===== src/rtl/secded_pkg.sv =====
package secded_pkg;
  localparam int DATA_W = 64;
  localparam int CHK_W  = 8;

  // Column of data bit j: ascending values of weight 3, then 5, then 7.
  function automatic int unsigned data_col(input int j, input int cw);
    int idx;
    idx = 0;
    for (int w = 3; w <= cw; w += 2) begin
      for (int v = 0; v < (1 << cw); v++) begin
        if ($countones(v) == w) begin
          if (idx == j) return v;
          idx++;
        end
      end
    end
    return 0;
  endfunction
endpackage


===== src/rtl/secded_enc.sv =====
module secded_enc #(
  parameter int DW = secded_pkg::DATA_W,
  parameter int CW = secded_pkg::CHK_W
) (
  input  logic [DW-1:0] data,
  output logic [CW-1:0] chk
);
  logic [CW-1:0] term [DW];

  for (genvar j = 0; j < DW; j++) begin : g_col
    localparam logic [CW-1:0] COL = CW'(secded_pkg::data_col(j, CW));
    assign term[j] = data[j] ? COL : '0;
  end

  always_comb begin
    chk = '0;
    for (int j = 0; j < DW; j++) chk = chk ^ term[j];
  end
endmodule


===== src/rtl/secded_syn.sv =====
module secded_syn #(
  parameter int DW = secded_pkg::DATA_W,
  parameter int CW = secded_pkg::CHK_W
) (
  input  logic [DW+CW-1:0] word,
  output logic [CW-1:0]    syn
);
  logic [CW-1:0] recomputed;

  secded_enc #(.DW(DW), .CW(CW)) u_enc (
    .data (word[DW-1:0]),
    .chk  (recomputed)
  );

  assign syn = recomputed ^ word[DW+CW-1:DW];
endmodule


===== src/rtl/secded_dec.sv =====
module secded_dec #(
  parameter int DW = secded_pkg::DATA_W,
  parameter int CW = secded_pkg::CHK_W,
  localparam int NW = DW + CW,
  localparam int PW = $clog2(NW)
) (
  input  logic [CW-1:0] syn,
  output logic [DW-1:0] flip,
  output logic          single,
  output logic          uncorr,
  output logic [PW-1:0] pos
);
  logic [NW-1:0] hit;

  for (genvar k = 0; k < NW; k++) begin : g_match
    if (k < DW) begin : g_data
      localparam logic [CW-1:0] COL = CW'(secded_pkg::data_col(k, CW));
      assign hit[k] = (syn == COL);
    end else begin : g_chk
      localparam logic [CW-1:0] COL = CW'(1) << (k - DW);
      assign hit[k] = (syn == COL);
    end
  end

  always_comb begin
    pos = '0;
    for (int k = 0; k < NW; k++) begin
      if (hit[k]) pos = PW'(k);
    end
  end

  assign flip   = hit[DW-1:0];
  assign single = |hit;
  assign uncorr = (syn != '0) && !single;
endmodule


===== src/rtl/secded_codec.sv =====
module secded_codec #(
  parameter int DW = secded_pkg::DATA_W,
  parameter int CW = secded_pkg::CHK_W,
  localparam int NW = DW + CW,
  localparam int PW = $clog2(NW)
) (
  input  logic          clk,
  input  logic          rst,
  input  logic          wr_valid_i,
  input  logic [DW-1:0] wr_data_i,
  output logic          wr_valid_o,
  output logic [CW-1:0] wr_check_o,
  input  logic          rd_valid_i,
  input  logic [NW-1:0] rd_word_i,
  output logic          rd_valid_o,
  output logic [DW-1:0] rd_data_o,
  output logic [CW-1:0] rd_syndrome_o,
  output logic          rd_corrected_o,
  output logic          rd_uncorrectable_o,
  output logic [PW-1:0] rd_err_pos_o
);
  logic [CW-1:0] enc_chk;
  logic [CW-1:0] syn;
  logic [DW-1:0] flip;
  logic          single;
  logic          uncorr;
  logic [PW-1:0] pos;

  secded_enc #(.DW(DW), .CW(CW)) u_enc (
    .data (wr_data_i),
    .chk  (enc_chk)
  );

  secded_syn #(.DW(DW), .CW(CW)) u_syn (
    .word (rd_word_i),
    .syn  (syn)
  );

  secded_dec #(.DW(DW), .CW(CW)) u_dec (
    .syn    (syn),
    .flip   (flip),
    .single (single),
    .uncorr (uncorr),
    .pos    (pos)
  );

  always_ff @(posedge clk) begin
    if (rst) begin
      wr_valid_o <= 1'b0;
      wr_check_o <= '0;
    end else begin
      wr_valid_o <= wr_valid_i;
      wr_check_o <= enc_chk;
    end
  end

  always_ff @(posedge clk) begin
    if (rst) begin
      rd_valid_o         <= 1'b0;
      rd_data_o          <= '0;
      rd_syndrome_o      <= '0;
      rd_corrected_o     <= 1'b0;
      rd_uncorrectable_o <= 1'b0;
      rd_err_pos_o       <= '0;
    end else begin
      rd_valid_o         <= rd_valid_i;
      rd_data_o          <= rd_word_i[DW-1:0] ^ flip;
      rd_syndrome_o      <= syn;
      rd_corrected_o     <= rd_valid_i && single;
      rd_uncorrectable_o <= rd_valid_i && uncorr;
      rd_err_pos_o       <= pos;
    end
  end
endmodule


===== config.mk =====
export PLATFORM = sky130hd
export DESIGN_NAME = secded_codec
export DESIGN_NICKNAME = d
export VERILOG_FILES = /design/src/rtl/secded_pkg.sv /design/src/rtl/secded_enc.sv /design/src/rtl/secded_syn.sv /design/src/rtl/secded_dec.sv /design/src/rtl/secded_codec.sv
export SDC_FILE = /design/constraint.sdc
export NUM_CORES = 1
export LEC_CHECK = 0
export ABC_AREA = 1
export BUFFER_PORTS_ARGS = -buffer_cell sky130_fd_sc_hd__buf_2
export CAP_MARGIN = 5
export CORE_MARGIN = 2
export CORE_UTILIZATION = 45
export DETAILED_ROUTE_END_ITERATION = 7
export GPL_ROUTABILITY_DRIVEN = 0
export PLACE_DENSITY_LB_ADDON = 0.1
export REMOVE_ABC_BUFFERS = 1
export SETUP_SLACK_MARGIN = 0.15
export SYNTH_ARGS = -nofsm -noshare
export SYNTH_HDL_FRONTEND = slang
export SYNTH_SLANG_ARGS = --single-unit

===== constraint.sdc =====
create_clock -name clk -period 6.7 [get_ports clk]
set_input_delay 0.67 -clock clk [delete_from_list [all_inputs] [get_ports clk]]
set_output_delay 0.67 -clock clk [all_outputs]
set_load 0.03 [all_outputs]

Word-level counts from Yosys, hierarchy flattened
Cells that the tools add are included.

Flip-flop bits (word level): 91. Logic and storage cells: 415.

Equal/unequal tests: 72. Mux-type cells: 199. Bitwise logic cells: 128. Reductions and logical operators: 7.

Operators by type and width (count): bitwise XOR 8 bit (85); two-way mux 6 bit (62); two-way mux 8 bit (42); two-way mux 7 bit (42); equality test 8 bit (second input constant) (22); two-way mux 5 bit (30); equality test 8 x 7 -> 1 bit (second input constant) (18); bitwise XOR 8 x 7 -> 8 bit (17); equality test 8 x 6 -> 1 bit (second input constant) (16); bitwise XOR 8 x 6 -> 8 bit (15); OR reduction 72 bit (1); equality test 8 x 5 -> 1 bit (second input constant) (8); bitwise XOR 64 bit (1); two-way mux 4 bit (14); bitwise XOR 8 x 5 -> 8 bit (7); equality test 8 x 4 -> 1 bit (second input constant) (4); bitwise XOR 8 x 4 -> 8 bit (3); two-way mux 3 bit (6); equality test 8 x 3 -> 1 bit (second input constant) (2); OR reduction 9 bit (1); equality test 8 x 1 -> 1 bit (second input constant) (1); equality test 8 x 2 -> 1 bit (second input constant) (1); nonzero test 8 bit (1); two-way mux 2 bit (2); other kinds (3) (5).

Depth between registers and ports, before layout
Gate-level depths: netlist (run 1).

Word-level depth: 137. Mapped depth: 38. Gate-level depth less buffers: 37.

Cells and area by module
From an unflattened synthesis (run 1), not the netlist that was laid out.

Cell total of the unflattened synthesis: 1840. Area total of the unflattened synthesis: 9957.0 um2.

By module, submodules not included: secded_enc (times used 2, cells each 563, area each 2760.1 um2); secded_codec (times used 1, cells each 411, area each 3139.3 um2); secded_dec (times used 1, cells each 263, area each 1147.4 um2); secded_syn (times used 1, cells each 40, area each 150.1 um2).

Worst setup path before layout (run 1)
No wires, ideal clock.

Path type: input-to-reg. Start: input port rd_word_i[59]. End: register rd_err_pos_o[0]. Setup time: 128 ps. Arrival: 3316 ps. Data required time: 6572 ps. Path slack: 3256 ps. Stages: 34. Path buffers: 1. Path through: buf_4 > inv_4 > nand2_2 > nand2_2 > xor2_1 > inv_1 > nand2_1 > nand2_1 > nand2_1 > nand2_1 > nand3_1 > nand2_4 > nand2_1 > nor2_4 > nand2_2 > nand3_1 > nor2_1 > nand4_1 > nor2_1 > nand4_1 > nor2_1 > nand4_1 > nor2_1 > nand4_1 > nor2_1 > nand4_1 > nor2_1 > nand4_1 > nor2_1 > nand4_1 > nor2_1 > nand4_1 > nor2_1 > nor2_1.

Longest elaborated chain between the ends: 79. Elaborated cells between the ends (all ways): 149. Classes of those cells: eq/ne (71); mux (72); bitwise (6).

RTL lines: start: declaration (RTL line secded_codec.sv:14) `input logic [NW-1:0] rd_word_i,`; two-way mux 6 bit (*) (RTL line secded_enc.sv:12) `assign term[j] = data[j] ? COL : '0;`; bitwise XOR 8 x 6 -> 8 bit (*) (3 in a row) (RTL line secded_enc.sv:17) `for (int j = 0; j < DW; j++) chk = chk ^ term[j];`; bitwise XOR 8 x 7 -> 8 bit (*) (2 in a row) (RTL line secded_enc.sv:17); bitwise XOR 8 bit (*) (RTL line secded_syn.sv:15) `assign syn = recomputed ^ word[DW+CW-1:DW];`; equality test 8 x 4 -> 1 bit (RTL line secded_dec.sv:18) `assign hit[k] = (syn == COL);`; two-way mux 1 bit (RTL line secded_dec.sv:28) `if (hit[k]) pos = PW'(k);`; two-way mux 2 bit (2 in a row) (RTL line secded_dec.sv:28); two-way mux 3 bit (4 in a row) (RTL line secded_dec.sv:28); two-way mux 4 bit (8 in a row) (RTL line secded_dec.sv:28); two-way mux 5 bit (16 in a row) (RTL line secded_dec.sv:28); two-way mux 6 bit (32 in a row) (RTL line secded_dec.sv:28); two-way mux 7 bit (7 in a row) (RTL line secded_dec.sv:28); two-way mux 7 bit (*) (RTL line secded_dec.sv:28); end signal: assignment (RTL line secded_codec.sv:71) `rd_err_pos_o <= pos;`; end: declaration (RTL line secded_codec.sv:20) `output logic [PW-1:0] rd_err_pos_o`.

Mark *: on every way between the ends. The rest lies on a longest branch, timed or not. A chain may end at the register's enable or synchronous reset.

Worst setup path in the final report (run 1)
Start: input port rd_word_i[61]. End: register rd_err_pos_o[0].

Longest elaborated chain between the ends: 77. Elaborated cells between the ends (all ways): 147. Classes of those cells: eq/ne (71); mux (72); bitwise (4).

RTL lines (RTL line): two-way mux 6 bit (*) (secded_enc.sv:12); bitwise XOR 8 x 6 -> 8 bit (*) (secded_enc.sv:17); bitwise XOR 8 x 7 -> 8 bit (*) (2 in a row) (secded_enc.sv:17); bitwise XOR 8 bit (*) (secded_syn.sv:15); equality test 8 x 4 -> 1 bit (secded_dec.sv:18); two-way mux 1 bit (secded_dec.sv:28); two-way mux 2 bit (2 in a row) (secded_dec.sv:28); two-way mux 3 bit (4 in a row) (secded_dec.sv:28); two-way mux 4 bit (8 in a row) (secded_dec.sv:28); two-way mux 5 bit (16 in a row) (secded_dec.sv:28); two-way mux 6 bit (32 in a row) (secded_dec.sv:28); two-way mux 7 bit (7 in a row) (secded_dec.sv:28); two-way mux 7 bit (*) (secded_dec.sv:28).

Marked as above.

==> flow_summary.rst, run 1 <==
.. list-table::
   :header-rows: 1

   * - Metric
     - Value
   * - Run status
     - finished clean
   * - Number of violations of the max-capacitance limit
     - 0
   * - Syn Inst Count
     - 1,352
   * - Number of distinct standard cells referenced by the synthesized netlist
     - 35
   * - Vertical extent of the die
     - 140 µm
   * - Slowest stage delay, CP
     - 0.32 ns
   * - Share of power burned in combinational logic
     - 53.3%
   * - Sequential element share of the synthesized area
     - 21.8%
   * - Clock tree root driver cell
     - sky130_fd_sc_hd__clkbuf_16
   * - Number of detailed-routing iterations run before antenna repair
     - 6
   * - Flops & latches, synth
     - 91
   * - Pin count of the biggest net entering global routing
     - 66
   * - Cell occurring most often along the worst timing path
     - sky130_fd_sc_hd__nor2_1
   * - Final design instance area without fill
     - 9970 µm²
   * - Relative contribution of sequential cells to total power
     - 25.6%
   * - Antenna cells
     - 0
   * - Least-Margin Pin Slew
     - 0.873 ns
   * - Buffers plus inverters on the worst setup path
     - 4
   * - Endpoint arrival time on the critical path
     - 4.22 ns
   * - Antenna violations before repair
     - 1
   * - Final Instance Count excl. Fillers
     - 1,801
   * - Wire length of the first global-routing pass
     - 46,200 µm
   * - Worst path required time
     - 6.93 ns
   * - Total net switching power
     - 0.00118 W
   * - Detail Route Antenna Nets
     - 0
   * - Full die area
     - 19,700 µm²
   * - Synthesized area per cell
     - 6.19 µm²
   * - Total congestion overflow
     - 0
   * - Clock group share of total power
     - 21.1%
   * - FP Rows
     - 49
   * - Leading post-synthesis cells by cell area
     - sky130_fd_sc_hd__dfxtp_1 22%, sky130_fd_sc_hd__nand2_1 19%, sky130_fd_sc_hd__xnor2_1 15%
   * - Max Fanout on Critical Path
     - 12
   * - Layout overhead on the synthesized area
     - 19.1%
   * - Peak VDD IR
     - 0.211 mV
   * - Routed len/inst
     - 17.0 µm
   * - Number of primary I/O pins
     - 231
   * - Postcts setup bufs
     - 0
   * - Fraction of layout instances using a drive strength above 1
     - 20.3%
   * - Cell-internal power
     - 0.00131 W
   * - RSZ-0062 raised after global routing
     - false
   * - Total number of nets in the final design
     - 1,707
   * - Dominant delay contributor by cell family on the critical path
     - simple AND/OR/NAND/NOR gates
   * - Post-detailed-routing wire length
     - 30,600 µm
   * - Maximum clock frequency
     - 250 MHz
   * - Number of global-route vias before repair
     - 8,322
   * - Clock tree sinks
     - 91
   * - Crit start category
     - input pin
   * - Leading cell types in the layout, fill and taps excluded
     - 430 x sky130_fd_sc_hd__nand2_1, 230 x sky130_fd_sc_hd__buf_2, 144 x sky130_fd_sc_hd__xnor2_1, 119 x sky130_fd_sc_hd__inv_1, 97 x sky130_fd_sc_hd__xor2_1
   * - Clock tree from TritonCTS
     - done
   * - Max Root-Sink Buffers
     - 2
   * - GRT Total Usage
     - 30.6%
   * - Die outline width
     - 140 µm
   * - Sum Neg Setup Slack
     - 0 ns
   * - Initial standard-cell utilization of the core
     - 46.3%
   * - Count of routing violations after the opening detailed-route iteration
     - 925
   * - Total via count after detailed routing
     - 9,312
   * - Cts-stage hold buffer count
     - 0
   * - Switching portion of total power
     - 47.4%
   * - Slowest-stage cell, CP
     - sky130_fd_sc_hd__xnor2_1
   * - Htree depth
     - 3
   * - CORE AREA
     - 18,100 µm²
   * - Final HPWL from detailed placement
     - 25,700 µm
   * - PortBufs
     - 230
   * - Post-Route Hold Slack
     - 0.504 ns
   * - Post-synthesis cell area
     - 8370 µm²
   * - Minimum clock period after layout
     - 3.99 ns
   * - HP Class
     - input pin to register
   * - Number of buffers added by the clock tree synthesis step
     - 9
   * - Most common cell after layout, fill and taps aside
     - sky130_fd_sc_hd__nand2_1
   * - Power per Cell Area
     - 250 nW/µm²
   * - Post-cts sizing count
     - 0
   * - Fraction of synthesized cell area taken by the top area cell type
     - 21.8%
   * - Placed cells
     - 1,785
   * - Final max-slew violation count
     - 0
   * - Vias per std cell
     - 5.17
   * - Part of the cycle the worst path needs
     - 59.6%
   * - Worst Setup End Kind
     - register
   * - Fill cell total of the finished layout
     - 1,886
   * - Library cell occupying the most area in the post-synthesis netlist
     - sky130_fd_sc_hd__dfxtp_1
   * - Hold Vio Cnt, Final
     - 0
   * - Standard cell area after detailed placement
     - 9680 µm²
   * - Number of endpoints failing setup at the final stage
     - 0
   * - Lkg Pwr
     - 5.43 nW
   * - Count of warnings emitted by yosys
     - 0
   * - Clock transition time at the flip-flop clock pins of the worst setup and hold paths
     - 0.08 ns
   * - Relative slew slack
     - 41.6%
   * - Drc violations
     - 0
   * - Kind of critical path
     - input pin to register
cell usage after synthesis:
| master | instances |
|---|---|
| sky130_fd_sc_hd__a21oi_1 | 67 |
| sky130_fd_sc_hd__o41ai_1 | 3 |
| sky130_fd_sc_hd__buf_4 | 3 |
| sky130_fd_sc_hd__nand3_2 | 2 |
| sky130_fd_sc_hd__inv_1 | 119 |
| sky130_fd_sc_hd__nand3b_1 | 7 |
| sky130_fd_sc_hd__a21boi_0 | 2 |
| sky130_fd_sc_hd__xor2_1 | 97 |
| sky130_fd_sc_hd__nor3b_1 | 1 |
| sky130_fd_sc_hd__dfxtp_1 | 91 |
| sky130_fd_sc_hd__nand2_4 | 5 |
| sky130_fd_sc_hd__nor3_2 | 1 |
| sky130_fd_sc_hd__xnor2_2 | 1 |
| sky130_fd_sc_hd__a41oi_1 | 1 |
| sky130_fd_sc_hd__buf_2 | 12 |
| sky130_fd_sc_hd__nor4b_1 | 1 |
| sky130_fd_sc_hd__o21ai_0 | 75 |
| sky130_fd_sc_hd__inv_2 | 42 |
| sky130_fd_sc_hd__nand3_1 | 79 |
| sky130_fd_sc_hd__nand4_1 | 22 |
| sky130_fd_sc_hd__nand2_8 | 1 |
| sky130_fd_sc_hd__buf_6 | 1 |
| sky130_fd_sc_hd__nor3_1 | 11 |
| sky130_fd_sc_hd__inv_4 | 3 |
| sky130_fd_sc_hd__clkbuf_1 | 11 |
| sky130_fd_sc_hd__nor2_4 | 2 |
| sky130_fd_sc_hd__and3_1 | 1 |
| sky130_fd_sc_hd__xnor2_1 | 144 |
| sky130_fd_sc_hd__nor4_1 | 1 |
| sky130_fd_sc_hd__nor2_1 | 96 |
| sky130_fd_sc_hd__or2_1 | 4 |
| sky130_fd_sc_hd__nand2_2 | 14 |
| sky130_fd_sc_hd__a31oi_1 | 1 |
| sky130_fd_sc_hd__nand2_1 | 430 |
| sky130_fd_sc_hd__nor2_2 | 1 |
worst paths after layout:
kind	from	to	slack, ns	cells after the start
worst max-delay path	rd_word_i[61]	rd_err_pos_o[0]$_SDFF_PP0_	2.71	30
worst min-delay path	wr_valid_i	wr_valid_o$_SDFF_PP0_	0.50	3
state kept, by name (all words and copies together) (netlist names):
name	cells
rd_uncorrectable_o	1
wr_check_o	8
rd_syndrome_o	8
rd_err_pos_o	7
wr_valid_o	1
rd_corrected_o	1
rd_data_o	64
rd_valid_o	1
logic make-up after synthesis:
logic type | synth area share [%]
AND/OR/NAND/NOR | 34.6
buffers and inverters | 9.06
XOR/XNOR | 25.4
AO/OA/AOI/OAI | 9.17
flip-flops | 21.8
stage by stage:
stage	setup WS, ns	utilization (%)	power (W)
floorplan	3.41	-	0.00158
global placement	2.49	53.5	0.00195
detailed placement	2.50	53.5	0.00195
CTS	2.87	55.1	0.00248
global route	2.27	55.1	0.00264
finish	2.71	55.1	0.00249
metal layers:
layer / vias up / routed length (µm) / global-route usage (%)
met3: 59 / 3050 / 5.47
met5: - / 0 / 0
met1: 4131 / 13600 / 43.5
li1: 4645 / - / -
met2: 477 / 13000 / 47.3
met4: 0 / 894 / 9.14
final cells by class:
cell class                      count  area, µm²  area share, %
Clock inverter                      7       66.3          0.665
Timing Repair Buffer              231       1160           11.6
Clock buffer                        9        225           2.26
Tap cell                          229        287           2.87
Multi-Input combinational cell   1070       5790           58.0
Sequential cell                    91       1820           18.3
Inverter                          164        623           6.25
power by group through the flow:
stage / registers [W] / clock network, W / logic (W)
after floorplan: 0.000810 / 0 / 0.000773
after global placement: 0.000652 / 0 / 0.00129
after detailed placement: 0.000651 / 0 / 0.00130
after CTS: 0.000639 / 0.000532 / 0.00131
after global routing: 0.000645 / 0.000547 / 0.00145
final: 0.000638 / 0.000525 / 0.00133
(Power assumes the default switching activity.)
==> run 2, diff against run 1 <==
==> constraint.sdc (replaced) <==
create_clock -name clk -period 3.5 [get_ports clk]
set_input_delay 0.35 -clock clk [delete_from_list [all_inputs] [get_ports clk]]
set_output_delay 0.35 -clock clk [all_outputs]
set_load 0.03 [all_outputs]
==> run 2 against run 1 <==
Effect of this change:
- combinational power grew 130%
- critical endpoint unchanged
- sequential share of layout area shrank 2.4 points
- highest routed layer unchanged
- final area grew 15%
- sequential cell count is the same
- non-clock buffer count grew 176
- utilization grew 8.5 points
- clock-buffer cell count is the same
- global-route usage grew 1.4 points
- sequential power grew 91%
- critical path depth grew 5
==> flow_summary.rst, run 2 (synthesis gave the netlist of run 1 again) <==
.. list-table::
   :header-rows: 1

   * - Metric
     - Value
   * - Run status
     - finished clean
   * - Initial standard-cell utilization of the core
     - 46.3% (unchanged)
   * - Dominant delay contributor by cell family on the critical path
     - simple AND/OR/NAND/NOR gates
   * - Max Root-Sink Buffers
     - 2 (unchanged)
   * - Cell-internal power
     - 0.00285 W (+120%)
   * - Slowest stage delay, CP
     - 0.17 ns (-0.15 ns)
   * - Power per Cell Area
     - 456 nW/µm² (+82%)
   * - Part of the cycle the worst path needs
     - 94.7%
   * - PortBufs
     - 230 (unchanged)
   * - Minimum clock period after layout
     - 3.32 ns
   * - Kind of critical path
     - input pin to register
   * - Worst Setup End Kind
     - register
   * - Worst path required time
     - 3.74 ns (-3.19 ns)
   * - Clock tree root driver cell
     - sky130_fd_sc_hd__clkbuf_16
   * - Number of detailed-routing iterations run before antenna repair
     - 7 (+1)
   * - Full die area
     - 19,700 µm² (unchanged)
   * - Post-detailed-routing wire length
     - 32,200 µm (+5.5%)
   * - Share of power burned in combinational logic
     - 57.3% (+4.0 points)
   * - Clock tree sinks
     - 91 (unchanged)
   * - CORE AREA
     - 18,100 µm² (unchanged)
   * - Detail Route Antenna Nets
     - 0 (unchanged)
   * - Buffers plus inverters on the worst setup path
     - 3 (-1)
   * - Most common cell after layout, fill and taps aside
     - sky130_fd_sc_hd__nand2_1
   * - Vias per std cell
     - 5.02 (-2.9%)
   * - Clock group share of total power
     - 19.3% (-1.8 points)
   * - Fill cell total of the finished layout
     - 1,760 (-6.7%)
   * - Largest register by flop count
     - rd_data_o
   * - Least-Margin Pin Slew
     - 0.569 ns (-0.304 ns)
   * - Cts-stage hold buffer count
     - 0 (unchanged)
   * - Number of primary I/O pins
     - 231 (unchanged)
   * - Total power draw
     - 0.00524 W (+110%)
   * - Wire length of the first global-routing pass
     - 48,200 µm (+4.2%)
   * - Hold Vio Cnt, Final
     - 0 (unchanged)
   * - HP Class
     - input pin to register
   * - Die outline width
     - 140 µm (unchanged)
   * - Vertical extent of the die
     - 140 µm (unchanged)
   * - Number of violations of the max-capacitance limit
     - 0 (unchanged)
   * - Standard cell area after detailed placement
     - 10,900 µm² (+13%)
   * - Number of global-route vias before repair
     - 8,962 (+7.7%)
   * - Total net switching power
     - 0.00239 W (+100%)
   * - Drc violations
     - 0 (unchanged)
   * - Total congestion overflow
     - 0 (unchanged)
   * - Lkg Pwr
     - 6.33 nW (+16%)
   * - Cell count along the critical path
     - 35 (+17%)
   * - Relative contribution of sequential cells to total power
     - 23.3% (-2.3 points)
   * - Critical path capture point
     - rd_err_pos_o[0]$_SDFF_PP0_
   * - Fraction of layout instances using a drive strength above 1
     - 31.0% (+11 points)
   * - Maximum clock frequency
     - 302 MHz
   * - Cell occurring most often along the worst timing path
     - sky130_fd_sc_hd__nor2_1
   * - Leading cell types in the layout, fill and taps excluded
     - 405 x sky130_fd_sc_hd__nand2_1, 223 x sky130_fd_sc_hd__buf_2, 176 x sky130_fd_sc_hd__buf_4, 142 x sky130_fd_sc_hd__xnor2_1, 114 x sky130_fd_sc_hd__inv_1
   * - Layout overhead on the synthesized area
     - 37.5%
   * - Routed len/inst
     - 16.3 µm (-3.9%)
   * - GRT Total Usage
     - 32.0% (+1.4 points)
   * - Endpoint arrival time on the critical path
     - 3.56 ns (-0.66 ns)
   * - Count of routing violations after the opening detailed-route iteration
     - 826 (-11%)
   * - Crit start category
     - input pin
   * - Number of endpoints failing setup at the final stage
     - 0 (unchanged)
   * - Flip-flop count of the largest register after layout
     - 64 (unchanged)
   * - Beginning of the critical path
     - rd_word_i[61]
   * - Total number of nets in the final design
     - 1,883 (+10%)
   * - RSZ-0062 raised after global routing
     - true
   * - FP Rows
     - 49 (unchanged)
   * - Switching portion of total power
     - 45.6% (-1.8 points)
   * - Final worst setup slack
     - 0.184 ns (-2.52 ns)
   * - Final design instance area without fill
     - 11,500 µm² (+15%)
   * - Post-Route Hold Slack
     - 0.189 ns (-0.315 ns)
   * - Final HPWL from detailed placement
     - 27,200 µm (+5.7%)
   * - Antenna violations before repair
     - 1 (unchanged)
   * - Htree depth
     - 3 (unchanged)
   * - Final max-slew violation count
     - 0 (unchanged)
   * - Largest registers ranked by flip-flop count
     - rd_data_o x64, rd_syndrome_o x8, wr_check_o x8
   * - Post-layout utilization of the core
     - 63.6% (+8.5 points)
   * - Pin count of the biggest net entering global routing
     - 63 (-4.5%)
   * - Slowest-stage cell, CP
     - sky130_fd_sc_hd__clkbuf_4
   * - Total via count after detailed routing
     - 9,934 (+6.7%)
   * - Number of buffers added by the clock tree synthesis step
     - 9 (unchanged)
   * - Peak VDD IR
     - 0.425 mV (+100%)
   * - Clock transition time at the flip-flop clock pins of the worst setup and hold paths
     - 0.08 ns (about the same)
   * - Max Fanout on Critical Path
     - 6 (-6)
   * - Relative slew slack
     - 61.8% (+20 points)
   * - Clock tree from TritonCTS
     - done
   * - DP Worst Slack
     - -0.202 ns (-2.71 ns)
[run 2: cell types whose count changed in the layout (fill, tap and decap cells not counted), sizes merged]
cell and delta:
clkbuf +6, buf +170, diode +1
[run 2: final cells by class]
cell class,instances,area [µm²],share of cell area (%)
flip-flops and latches,91,1820,15.8
well taps,229,287,2.49
clock buffers,9,225,1.96
multi-input cells,1070,5940,51.6
clock inverters,7,66.3,0.576
inverters,164,641,5.57
diodes,1,2.50,0.0218
repair buffers,407,2520,21.9
[run 2: worst min-delay path by stage]
stage                    start                    endpoint  depth (start not counted)
floorplan                  rst  rd_err_pos_o[1]$_SDFF_PP0_                          1
global placement    wr_valid_i       wr_valid_o$_SDFF_PP0_                          3
detailed placement  wr_valid_i       wr_valid_o$_SDFF_PP0_                          3
CTS                 wr_valid_i       wr_valid_o$_SDFF_PP0_                          3
global route        wr_valid_i       wr_valid_o$_SDFF_PP0_                          3
finish              wr_valid_i       wr_valid_o$_SDFF_PP0_                          3
[run 2: power groups by stage]
| stage | Combinational, W | Sequential [W] | Clock [W] |
|---|---|---|---|
| CTS | 0.00286 | 0.00122 | 0.00102 |
| floorplan | 0.00148 | 0.00155 | 0 |
| finish | 0.00301 | 0.00122 | 0.00101 |
| global route | 0.00326 | 0.00124 | 0.00106 |
| detailed placement | 0.00285 | 0.00125 | 0 |
| global placement | 0.00282 | 0.00125 | 0 |
[run 2: through the flow]
stage / TNS, ns / std cells
2_1_floorplan: 0 / 1325
5_1_grt: -0.232 / 1977
4_1_cts: 0 / 1969
3_3_place_gp: -0.418 / 1953
3_5_place_dp: -0.498 / 1953
6_report: 0 / 1978
[run 2: what timing repair did]
item	4_1_cts	5_1_grt
pin swaps	0	10
buffers inserted	0	8
endpoints found under the setup margin	1	6
gates resized for setup	1	64
[run 2: metal layers]
layer	vias up	GRT usage [%]	routed length [µm]
met3	74	6.26	2830
met4	0	9.68	901
met5	-	0	0
li1	5005	-	-
met2	423	51.9	14400
met1	4432	43.1	14100
==> run 3, diff against run 2 <==
--- a/config.mk
+++ b/config.mk
@@ -10,8 +10,10 @@
 export CAP_MARGIN = 5
 export CORE_MARGIN = 2
 export CORE_UTILIZATION = 45
+export CTS_CLUSTER_SIZE = 16
 export DETAILED_ROUTE_END_ITERATION = 7
 export GPL_ROUTABILITY_DRIVEN = 0
+export MAX_ROUTING_LAYER = met4
 export PLACE_DENSITY_LB_ADDON = 0.1
 export REMOVE_ABC_BUFFERS = 1
 export SETUP_SLACK_MARGIN = 0.15
==> constraint.sdc (replaced) <==
create_clock -name clk -period 3.6 [get_ports clk]
set_input_delay 0.36 -clock clk [delete_from_list [all_inputs] [get_ports clk]]
set_output_delay 0.36 -clock clk [all_outputs]
set_load 0.03 [all_outputs]
==> run 3 against run 2 <==
Effect of this change:
- sequential share of layout area up 0.50 points
- total power down 5.4%
- clock-buffer cell count up 1
- wire length down 2.9%
- sequential cell count unchanged
- critical path type unchanged
- critical endpoint unchanged
==> flow_summary.rst, run 3 (synthesis gave the netlist of run 1 again) <==
.. list-table::
   :header-rows: 1

   * - Metric
     - Value
   * - Largest register by flop count
     - rd_data_o
   * - Final HPWL from detailed placement
     - 26,900 µm (-1.2%)
   * - Layout overhead on the synthesized area
     - 33.3%
   * - HP Class
     - input pin to register
   * - FP Rows
     - 49 (unchanged)
   * - Slowest stage delay, CP
     - 0.27 ns (+0.10 ns)
   * - Vias per std cell
     - 5.02 (about the same)
   * - Kind of critical path
     - input pin to register
   * - Number of detailed-routing iterations run before antenna repair
     - 5 (-2)
   * - Pin count of the biggest net entering global routing
     - 29 (-54%)
   * - Crit start category
     - input pin
   * - Fill cell total of the finished layout
     - 1,787 (+1.5%)
   * - Peak VDD IR
     - 0.469 mV (+10%)
   * - Post-detailed-routing wire length
     - 31,300 µm (-2.9%)
   * - Maximum clock frequency
     - 297 MHz
   * - Least-Margin Pin Slew
     - 0.788 ns (+0.219 ns)
   * - Detail Route Antenna Nets
     - 0 (unchanged)
   * - Most common cell after layout, fill and taps aside
     - sky130_fd_sc_hd__nand2_1
   * - Hold Vio Cnt, Final
     - 0 (unchanged)
   * - Power per Cell Area
     - 445 nW/µm² (-2.4%)
   * - Antenna violations before repair
     - 0 (-1)
   * - Wire length of the first global-routing pass
     - 46,600 µm (-3.2%)
   * - Lkg Pwr
     - 6.14 nW (-3.0%)
   * - Die outline width
     - 140 µm (unchanged)
   * - Fraction of layout instances using a drive strength above 1
     - 28.1% (-2.9 points)
   * - Final design instance area without fill
     - 11,100 µm² (-3.1%)
   * - Number of global-route vias before repair
     - 8,639 (-3.6%)
   * - Largest registers ranked by flip-flop count
     - rd_data_o x64, rd_syndrome_o x8, wr_check_o x8
   * - Initial standard-cell utilization of the core
     - 46.3% (unchanged)
   * - Run status
     - finished clean
   * - Endpoint arrival time on the critical path
     - 3.59 ns (+0.03 ns)
   * - Final max-slew violation count
     - 0 (unchanged)
   * - Total number of nets in the final design
     - 1,850 (-1.8%)
   * - Number of primary I/O pins
     - 231 (unchanged)
   * - Beginning of the critical path
     - rd_word_i[54]
   * - Count of routing violations after the opening detailed-route iteration
     - 782 (-5.3%)
   * - Total congestion overflow
     - 0 (unchanged)
   * - Total via count after detailed routing
     - 9,765 (-1.7%)
   * - Clock tree sinks
     - 91 (unchanged)
   * - Number of endpoints failing setup at the final stage
     - 0 (unchanged)
   * - Part of the cycle the worst path needs
     - 93.5%
   * - Standard cell area after detailed placement
     - 10,800 µm² (-1.7%)
   * - Clock tree root driver cell
     - sky130_fd_sc_hd__clkbuf_16
   * - Minimum clock period after layout
     - 3.37 ns
   * - Htree depth
     - 3 (unchanged)
   * - GRT Total Usage
     - 31.8% (-0.15 points)
   * - Hold Path Stages
     - 3 (unchanged)
   * - Post-layout utilization of the core
     - 61.6% (-2.0 points)
   * - RSZ-0062 raised after global routing
     - true
   * - Hold Crit Start
     - wr_valid_i
   * - Max Root-Sink Buffers
     - 2 (unchanged)
   * - Leading cell types in the layout, fill and taps excluded
     - 417 x sky130_fd_sc_hd__nand2_1, 229 x sky130_fd_sc_hd__buf_2, 142 x sky130_fd_sc_hd__xnor2_1, 142 x sky130_fd_sc_hd__buf_4, 118 x sky130_fd_sc_hd__inv_1
   * - Vertical extent of the die
     - 140 µm (unchanged)
   * - Capture endpoint of the worst hold path
     - wr_valid_o$_SDFF_PP0_
   * - Full die area
     - 19,700 µm² (unchanged)
   * - Worst path required time
     - 3.83 ns (+0.09 ns)
   * - Flip-flop count of the largest register after layout
     - 64 (unchanged)
   * - PortBufs
     - 230 (unchanged)
   * - Worst Setup End Kind
     - register
   * - Clock tree from TritonCTS
     - done
   * - CORE AREA
     - 18,100 µm² (unchanged)
   * - Antenna cells
     - 0 (-1)
   * - Number of buffers added by the clock tree synthesis step
     - 9 (unchanged)
   * - Slowest-stage cell, CP
     - sky130_fd_sc_hd__xor2_1
   * - Max Fanout on Critical Path
     - 7 (+1)
   * - Routed len/inst
     - 16.1 µm (-1.2%)
   * - Relative slew slack
     - 47.4% (-14 points)
   * - Drc violations
     - 0 (unchanged)
   * - Clock transition time at the flip-flop clock pins of the worst setup and hold paths
     - 0.07 ns (about the same)
   * - Number of violations of the max-capacitance limit
     - 0 (unchanged)
run 3: changes by cell type in the layout (fill, tap and decap cells not counted), moves of 2 or more:
cell,delta
sky130_fd_sc_hd__buf_2,+6
sky130_fd_sc_hd__buf_4,-34
sky130_fd_sc_hd__clkbuf_4,-5
sky130_fd_sc_hd__inv_1,+4
sky130_fd_sc_hd__inv_8,-2
sky130_fd_sc_hd__nand2_1,+12
sky130_fd_sc_hd__nand2_2,-12
sky130_fd_sc_hd__nand3_1,+5
sky130_fd_sc_hd__nand3_2,-5
sky130_fd_sc_hd__nor2_1,+6
sky130_fd_sc_hd__nor2_2,-6
run 3: power breakdown:
part	total (W)	leakage, nW	switching [W]	internal, W
sequential	0.00119	0.757	0.0000347	0.00115
combinational	0.00281	5.24	0.00175	0.00106
clock	0.000957	0.140	0.000454	0.000502
total	0.00496	6.14	0.00224	0.00272
run 3: timing repair:
item,CTS,global route
hold buffers,0,0
setup buffers,0,2
gates resized for setup,0,23
endpoints found under the setup margin,0,4
run 3: layout make-up:
cell class / instances / area [µm²] / area share (%)
Clock buffer: 10 / 239 / 2.14
Multi-Input combinational cell: 1070 / 5860 / 52.6
Timing Repair Buffer: 374 / 2260 / 20.3
Inverter: 164 / 626 / 5.61
Sequential cell: 91 / 1820 / 16.3
Tap cell: 229 / 287 / 2.57
Clock inverter: 6 / 55.1 / 0.494
run 3: worst max-delay path, delay by kind of cell:
family                 cells  cell delay (ns)
AND/OR/NAND/NOR           25             2.44
buffers and inverters      3             0.34
XOR/XNOR                   2             0.46
run 3: per-stage QoR:
stage | cells | setup TNS [ns] | hold slack [ns] | power (W) | worst slack (ns)
global placement | 1926 | -0.244 | 0.564 | 0.00392 | -0.119
finish | 1944 | 0 | 0.208 | 0.00496 | 0.235
global route | 1944 | -0.140 | 0.211 | 0.00526 | -0.140
floorplan | 1325 | 0 | 0.429 | 0.00294 | 0.616
CTS | 1942 | 0 | 0.201 | 0.00491 | 0.234
detailed placement | 1926 | -0.258 | 0.571 | 0.00394 | -0.116
run 3: worst max-delay path by stage:
stage	to	cells after the start	slack [ns]
after floorplan	rd_err_pos_o[0]$_SDFF_PP0_	36	0.62
after global placement	rd_uncorrectable_o$_SDFF_PP0_	26	-0.12
after detailed placement	rd_uncorrectable_o$_SDFF_PP0_	25	-0.12
after CTS	rd_uncorrectable_o$_SDFF_PP0_	25	0.23
after global routing	rd_err_pos_o[0]$_SDFF_PP0_	37	-0.14
final	rd_err_pos_o[0]$_SDFF_PP0_	30	0.23
run 3: layer usage:
metal | global-route usage, % | share of wire, % | wire (µm)
met5 | - | 0 | 0
met4 | 8.83 | 2.9 | 898
met3 | 7.01 | 9.6 | 3000
met2 | 48.9 | 44 | 13700
met1 | 42.3 | 44 | 13700
